===== src/rtl/dbg_inj_pkg.sv =====
package dbg_inj_pkg;
  localparam int IR_W    = 4;
  localparam int SCREG_W = 5;
  localparam int INSTR_W = 32;

  localparam logic [IR_W-1:0] OPC_EXTEST = 4'h0;
  localparam logic [IR_W-1:0] OPC_SCAN_N = 4'h2;
  localparam logic [IR_W-1:0] OPC_INTEST = 4'hC;
  localparam logic [IR_W-1:0] OPC_ITRSEL = 4'hD;
  localparam logic [IR_W-1:0] OPC_BYPASS = 4'hF;

  localparam logic [SCREG_W-1:0] CH_STATUS = 5'd1;
  localparam logic [SCREG_W-1:0] CH_ITR    = 5'd4;
  localparam logic [SCREG_W-1:0] CH_DTR    = 5'd5;

  typedef enum logic [1:0] {
    OP_BYPASS = 2'd0,
    OP_EXTEST = 2'd1,
    OP_INTEST = 2'd2,
    OP_SCAN_N = 2'd3
  } op_e;
endpackage


===== src/rtl/dbg_ir_unit.sv =====
module dbg_ir_unit
  import dbg_inj_pkg::*;
#(
  parameter int IRW = IR_W,
  parameter int SW  = SCREG_W
) (
  input  logic          clk_i,
  input  logic          rst_ni,
  input  logic          tdi_i,
  input  logic          shift_ir_i,
  input  logic          update_ir_i,
  input  logic [SW-1:0] screg_i,
  output op_e           op_o,
  output logic [SW-1:0] chain_o,
  output logic          ir_tdo_o
);
  logic [IRW-1:0] ir_sh;
  op_e            op_q;
  logic           itrsel_q;

  function automatic op_e decode(input logic [IRW-1:0] opc);
    case (opc)
      OPC_EXTEST: decode = OP_EXTEST;
      OPC_INTEST: decode = OP_INTEST;
      OPC_SCAN_N: decode = OP_SCAN_N;
      default:    decode = OP_BYPASS;
    endcase
  endfunction

  always_ff @(posedge clk_i or negedge rst_ni) begin
    if (!rst_ni) begin
      ir_sh    <= OPC_BYPASS;
      op_q     <= OP_BYPASS;
      itrsel_q <= 1'b0;
    end else begin
      if (shift_ir_i) ir_sh <= {tdi_i, ir_sh[IRW-1:1]};
      if (update_ir_i) begin
        if (ir_sh == OPC_ITRSEL) begin
          // shortcut: behave as EXTEST on the ITR chain, SCREG untouched
          op_q     <= OP_EXTEST;
          itrsel_q <= 1'b1;
        end else begin
          op_q     <= decode(ir_sh);
          itrsel_q <= 1'b0;
        end
      end
    end
  end

  assign op_o     = op_q;
  assign chain_o  = itrsel_q ? CH_ITR : screg_i;
  assign ir_tdo_o = ir_sh[0];
endmodule


===== src/rtl/dbg_dr_unit.sv =====
module dbg_dr_unit
  import dbg_inj_pkg::*;
#(
  parameter int DW = INSTR_W,
  parameter int SW = SCREG_W
) (
  input  logic          clk_i,
  input  logic          rst_ni,
  input  logic          tdi_i,
  input  logic          capture_dr_i,
  input  logic          shift_dr_i,
  input  logic          update_dr_i,
  input  op_e           op_i,
  input  logic [SW-1:0] chain_i,
  input  logic [DW-1:0] status_i,
  input  logic          itr_wr_ok_i,
  output logic [SW-1:0] screg_o,
  output logic [DW-1:0] itr_o,
  output logic          dr_tdo_o,
  output logic          sticky_clr_o
);
  localparam int LW = $clog2(DW + 1);

  logic [DW-1:0] dr_sh, dr_nxt;
  logic [SW-1:0] screg_q;
  logic [DW-1:0] itr_q;
  logic          clr_q;
  logic [LW-1:0] len;
  logic          on_status, on_itr;

  assign on_status = (op_i == OP_EXTEST || op_i == OP_INTEST) && chain_i == CH_STATUS;
  assign on_itr    = (op_i == OP_EXTEST || op_i == OP_INTEST) && chain_i == CH_ITR;

  always_comb begin
    if (op_i == OP_SCAN_N)         len = LW'(SW);
    else if (on_status || on_itr)  len = LW'(DW);
    else                           len = LW'(1);
  end

  // variable-length shift: tdi enters at bit len-1, bits above are held
  always_comb begin
    for (int i = 0; i < DW; i++) begin
      if (i == int'(len) - 1)     dr_nxt[i] = tdi_i;
      else if (i < int'(len) - 1) dr_nxt[i] = dr_sh[i+1];
      else                        dr_nxt[i] = dr_sh[i];
    end
  end

  always_ff @(posedge clk_i or negedge rst_ni) begin
    if (!rst_ni) begin
      dr_sh   <= '0;
      screg_q <= '0;
      itr_q   <= '0;
      clr_q   <= 1'b0;
    end else begin
      clr_q <= capture_dr_i && on_status && op_i == OP_INTEST;
      if (capture_dr_i) begin
        if (op_i == OP_SCAN_N) dr_sh <= DW'(screg_q);
        else if (on_status)    dr_sh <= status_i;
        else if (on_itr)       dr_sh <= itr_q;
        else                   dr_sh <= '0;
      end else if (shift_dr_i) begin
        dr_sh <= dr_nxt;
      end
      if (update_dr_i) begin
        if (op_i == OP_SCAN_N) screg_q <= dr_sh[SW-1:0];
        else if (on_itr && op_i == OP_EXTEST && itr_wr_ok_i) itr_q <= dr_sh;
      end
    end
  end

  assign screg_o      = screg_q;
  assign itr_o        = itr_q;
  assign dr_tdo_o     = dr_sh[0];
  assign sticky_clr_o = clr_q;
endmodule


===== src/rtl/dbg_issue_unit.sv =====
module dbg_issue_unit
  import dbg_inj_pkg::*;
#(
  parameter int SW = SCREG_W
) (
  input  logic          clk_i,
  input  logic          rst_ni,
  input  logic          rti_i,
  input  op_e           op_i,
  input  logic [SW-1:0] chain_i,
  input  logic          exec_en_i,
  input  logic          core_ready_i,
  input  logic          sticky_pabort_i,
  output logic          issue_o
);
  logic rti_q, issue_q, allowed, core_ok;

  assign core_ok = core_ready_i && !sticky_pabort_i;
  assign allowed = (op_i == OP_EXTEST || op_i == OP_INTEST) &&
                   (chain_i == CH_ITR || chain_i == CH_DTR) &&
                   exec_en_i && core_ok;

  always_ff @(posedge clk_i or negedge rst_ni) begin
    if (!rst_ni) begin
      rti_q   <= 1'b0;
      issue_q <= 1'b0;
    end else begin
      rti_q   <= rti_i;
      issue_q <= rti_i && !rti_q && allowed;
    end
  end

  assign issue_o = issue_q;
endmodule


===== src/rtl/dbg_inject_ctrl.sv =====
module dbg_inject_ctrl
  import dbg_inj_pkg::*;
#(
  parameter int DW = INSTR_W,
  parameter int SW = SCREG_W
) (
  input  logic          clk_i,
  input  logic          rst_ni,
  input  logic          tdi_i,
  input  logic          shift_ir_i,
  input  logic          update_ir_i,
  input  logic          capture_dr_i,
  input  logic          shift_dr_i,
  input  logic          update_dr_i,
  input  logic          rti_i,
  input  logic          exec_en_i,
  input  logic          core_ready_i,
  input  logic          sticky_pabort_i,
  input  logic [DW-1:0] status_i,
  output logic          tdo_o,
  output logic [1:0]    cur_op_o,
  output logic [SW-1:0] cur_chain_o,
  output logic          issue_o,
  output logic [DW-1:0] issue_instr_o,
  output logic          sticky_clr_o
);
  op_e           op;
  logic [SW-1:0] chain, screg;
  logic          ir_tdo, dr_tdo;

  dbg_ir_unit #(.IRW(IR_W), .SW(SW)) u_ir (
    .clk_i, .rst_ni, .tdi_i, .shift_ir_i, .update_ir_i,
    .screg_i(screg), .op_o(op), .chain_o(chain), .ir_tdo_o(ir_tdo)
  );

  dbg_dr_unit #(.DW(DW), .SW(SW)) u_dr (
    .clk_i, .rst_ni, .tdi_i, .capture_dr_i, .shift_dr_i, .update_dr_i,
    .op_i(op), .chain_i(chain), .status_i,
    .itr_wr_ok_i(core_ready_i && !sticky_pabort_i),
    .screg_o(screg), .itr_o(issue_instr_o), .dr_tdo_o(dr_tdo),
    .sticky_clr_o
  );

  dbg_issue_unit #(.SW(SW)) u_iss (
    .clk_i, .rst_ni, .rti_i, .op_i(op), .chain_i(chain),
    .exec_en_i, .core_ready_i, .sticky_pabort_i, .issue_o
  );

  assign tdo_o       = shift_ir_i ? ir_tdo : dr_tdo;
  assign cur_op_o    = op;
  assign cur_chain_o = chain;
endmodule


===== config.mk =====
export PLATFORM = sky130hd
export DESIGN_NAME = dbg_inject_ctrl
export DESIGN_NICKNAME = d
export VERILOG_FILES = /design/src/rtl/dbg_inj_pkg.sv /design/src/rtl/dbg_ir_unit.sv /design/src/rtl/dbg_dr_unit.sv /design/src/rtl/dbg_issue_unit.sv /design/src/rtl/dbg_inject_ctrl.sv
export SDC_FILE = /design/constraint.sdc
export NUM_CORES = 1
export LEC_CHECK = 0
export ABC_CLOCK_PERIOD_IN_PS = 2090
export BUFFER_PORTS_ARGS = -buffer_cell sky130_fd_sc_hd__buf_4
export CAP_MARGIN = 10
export CORE_UTILIZATION = 49
export DETAILED_ROUTE_END_ITERATION = 16
export PLACE_DENSITY = 0.83
export SLEW_MARGIN = 20
export SYNTH_ARGS = -nofsm -noshare
export SYNTH_HDL_FRONTEND = slang
export SYNTH_HIERARCHICAL = 1
export SYNTH_SLANG_ARGS = --single-unit

===== constraint.sdc =====
create_clock -name clk_i -period 2.09 [get_ports clk_i]
set_clock_uncertainty 0.1 [all_clocks]
set_input_delay 0.1045 -clock clk_i [delete_from_list [all_inputs] [get_ports clk_i]]
set_output_delay 0.1045 -clock clk_i [all_outputs]
set_load 0.02 [all_outputs]

==> summary.md <==
| Metric | Value |
|---|---|
| Final hold violation count | 0 |
| Static Leak | between 2 and 3 nW |
| DR WL/cell | approximately 21 um |
| Routed Antenna Nets | 0 |
| Post-layout nets | 560 |
| Critical path launch point type | register |
| Most instantiated library cell after synthesis | dfrtp_1 |
| Setup CP Type | register to register |
| Final setup viols | 32 |
| Hold depth | 4 |
| Largest net degree at the start of global routing | 42 |
| Most frequent cells after synthesis | dfrtp_1, nand3_1, mux2_4, a21o_1, nor2_1 |
| Die Height | approximately 95 um |
| Fin util | 0.708 |
| Hold Crit Class | primary input to register |
| Post-synth EDFFs | 0 |
| Dpl hpwl | just over 7000 um |
| Non-filler cells, final | 622 |
| R2r startpoint | u_ir/itrsel_q$_DFFE_PN0P_ |
| Die X | ~95 um |
| Cell Rows | 33 |
| Syn-to-layout area delta | 38.5% |
| Hold_sp | status_i[9] |
| Max-cap viol count | 0 |
| Drt total wl | ~13000 um |
| Yosys warning total | 6 |
| DRC viols | 0 |
| Die area | ~9000 sq um |
| Seq cells post-synth | between 70 and 80 |
| Max transition margin | 0.555 |
| Net count after synthesis | around 440 |
| Synthesized instance count | ~390 |
| Switching pwr | around 2.4 mW |
| Clock slew at reported path FFs | 0.08 ns |
| Hold EP | u_dr/dr_sh[9]$_DFFE_PN0P_ |
| Initial drt markers | just under 300 |
| Logic pwr share | 0.448 |
| Pre-Repair DR Iteration Count | 5 |
| Design Area, Final | between 5000 and 6000 sq um |
| Worst reg2reg path endpoint | u_dr/dr_sh[6]$_DFFE_PN0P_ |
| Crit. End Element | register |
| DP Area | approximately 5100 sq um |
| Total congestion overflow | 0 |
| Distinct cells, synth | 48 |
| CTS Buf Count | 9 |
| Fill cells | roughly 520 |
| Tot GR Track Use | 0.269 |
| Area leader, netlist | dfrtp_1 |
| Num Clock Sinks | 79 |
| Synth area leaders | dfrtp_1, mux2_4, nand3_1, a21o_1, dfstp_2 |
| Reg power frac | 0.343 |
| Failing checks | setup timing |
| PwrDens | roughly 1100 nW/um^2 |
| Seq/Total Area, Yosys | 0.467 |
| Switching share of power | 0.366 |
| F_max | 0.452 GHz |
| Top FF cell, synth | dfrtp_1 |
| Max rail drop VDD | 0.000461 V |
| Vias per cell | 6.11 |
| R2r setup slk | -0.12 ns |
| Number of global-route vias before repair | approximately 3500 |
| Slew of the pin with the lowest slew margin | 0.666 ns |
| Crit path DAT | 2.36 ns |
| Clock power share | 0.210 |
| First-pass GRT wire length | between 15000 and 20000 um |
| Core region area | just over 8000 sq um |
| Crit Path Max Fanout | 17 |
| Reg2Reg Depth | 9 |
| Post-Syn Area | between 4000 and 5000 sq um |
| Top-area cell type share of the netlist area | 0.443 |
| RSZ-0062 raised after global routing | true |
| Crit path time final | roughly 2.2 ns |
| Initial Utilization | 0.511 |
| Io pins | 86 |
| Cell count after placement | around 580 |
| Syn Area/Cell | 10.9 sq um |
| Post-synthesis async set-or-reset flop share | 1.00 |
| Internal | ~4 mW |
| Total number of vias | 3800 |
| Ant. Diodes | 0 |
| CTS Root Cell | clkbuf_8 |
| Final Max Tran Viols | 0 |
| Post-place setup slack | -0.139 ns |
| PnR worst setup slack | -0.120 ns |
| Required time worst endpoint | ~2.2 ns |
| Routability cong. | roughly 0.83 |
| CTS Buffer Depth | 2 |
| Port Buffers | 85 |
| TritonCTS clock tree | built |
| Fin Hold WS | 0.0113 ns |
| Outcome | complete, but fails checks |
| Initial antenna violation count | 0 |
| CTS H-tree lvls | 3 |
| Clock Latency Late Sink | about 0.36 ns |
| Final period util | 1.06 |
| Layout cells sized above 1 | 0.429 |
[worst max path at each step]
stage / from / end / slack (ns) / cells past startpoint
finish: u_ir/itrsel_q$_DFFE_PN0P_ / u_dr/dr_sh[6]$_DFFE_PN0P_ / -0.12 / 9
global route: u_ir/itrsel_q$_DFFE_PN0P_ / u_dr/dr_sh[6]$_DFFE_PN0P_ / -0.20 / 9
CTS: u_ir/itrsel_q$_DFFE_PN0P_ / u_dr/dr_sh[4]$_DFFE_PN0P_ / 0.003 / 8
detailed placement: u_ir/itrsel_q$_DFFE_PN0P_ / u_dr/itr_o[14]$_DFFE_PN0P_ / -0.14 / 6
global placement: u_ir/itrsel_q$_DFFE_PN0P_ / u_dr/itr_o[2]$_DFFE_PN0P_ / -0.04 / 6
floorplan: u_ir/op_o[0]$_DFFE_PN0P_ / u_dr/itr_o[0]$_DFFE_PN0P_ / -0.01 / 7
[final cells by class]
class	instances	area, sq um	share of cell area
Timing Repair Buffer	143	1320	0.225
Tap cell	105	131	0.0224
Multi-Input combinational cell	268	2160	0.368
Inverter	11	41.3	0.00703
Sequential cell	79	1980	0.338
Clock inverter	4	97.6	0.0166
Clock buffer	12	135	0.0230
[sequential cells by signal, indices dropped and copies added (netlist names)]
name and flops:
u_ir/ir_sh 4, u_ir/op_o 2, u_iss/issue_o 1, u_iss/rti_q 1
u_dr/sticky_clr_o 1, u_dr/screg_o 5, u_ir/itrsel_q 1, u_dr/itr_o 32
u_dr/dr_sh 32
[kinds of logic after synthesis]
kind of cell,share of synthesized area
flops,0.467
xor+xnor,0.00413
mux,0.144
compound gates,0.154
fa+ha+maj,0.0118
buf+inv,0.0611
simple gates,0.157
[per-stage QoR]
stage,setup TNS (ns),power (mW)
finish,-0.766,6.48
global route,-4.64,6.75
CTS,0,5.95
detailed placement,-3.68,4.36
global placement,-1.00,4.26
floorplan,-0.332,3.53
[power by group through the flow]
| stage | Combinational [mW] | Clock, mW | Sequential [mW] |
|---|---|---|---|
| after global placement | 2.08 | 0 | 2.18 |
| after detailed placement | 2.14 | 0 | 2.21 |
| final | 2.90 | 1.36 | 2.22 |
| after floorplan | 1.27 | 0 | 2.26 |
| after global routing | 3.05 | 1.45 | 2.26 |
| after CTS | 2.41 | 1.36 | 2.19 |
[what timing repair did]
item	4_1_cts	5_1_grt
setup endpoints to repair	38	64
cloned	4	1
resized for setup	16	31
buffers inserted	8	10
hold buffers	10	0
pin swaps	3	4
hold endpoints to repair	50	0
[routing by layer]
layer	track usage	wire length [um]	up-vias
met5	0	0	-
met4	0.121	414	0
met3	0.0439	967	42
met2	0.442	6450	239
met1	0.351	5180	1878
li1	-	-	1641
[layout by cell type (no fill, tap or decap), drive strengths merged, types with 3 or more instances in the layout]
master / Yosys / layout
a21boi: 16 / 16
a21o: 26 / 26
a21oi: 18 / 18
a22oi: 5 / 5
a31oi: 13 / 13
buf: 18 / 131
bufinv: 0 / 3
clkbuf: 13 / 13
dfrtp: 75 / 75
dfstp: 4 / 4
dlygate4sd3: 0 / 10
ha: 4 / 4
inv: 11 / 11
mux2: 44 / 44
nand2: 5 / 5
nand2b: 13 / 13
nand3: 55 / 55
nand4: 3 / 3
nor2: 27 / 27
nor2b: 8 / 8
o21ai: 6 / 6
o221ai: 4 / 4
[worst max-delay path, cell delays in order (launching register included)]
cell and delay, ns:
dfrtp_1 0.39, buf_6 0.15, nor2b_4 0.05, nor4_4 0.33
buf_4 0.20, buf_6 0.12, bufbuf_16 0.29, nand3_1 0.10
a21o_1 0.20, a21oi_1 0.19
Power figures use the tool's default switching activity.
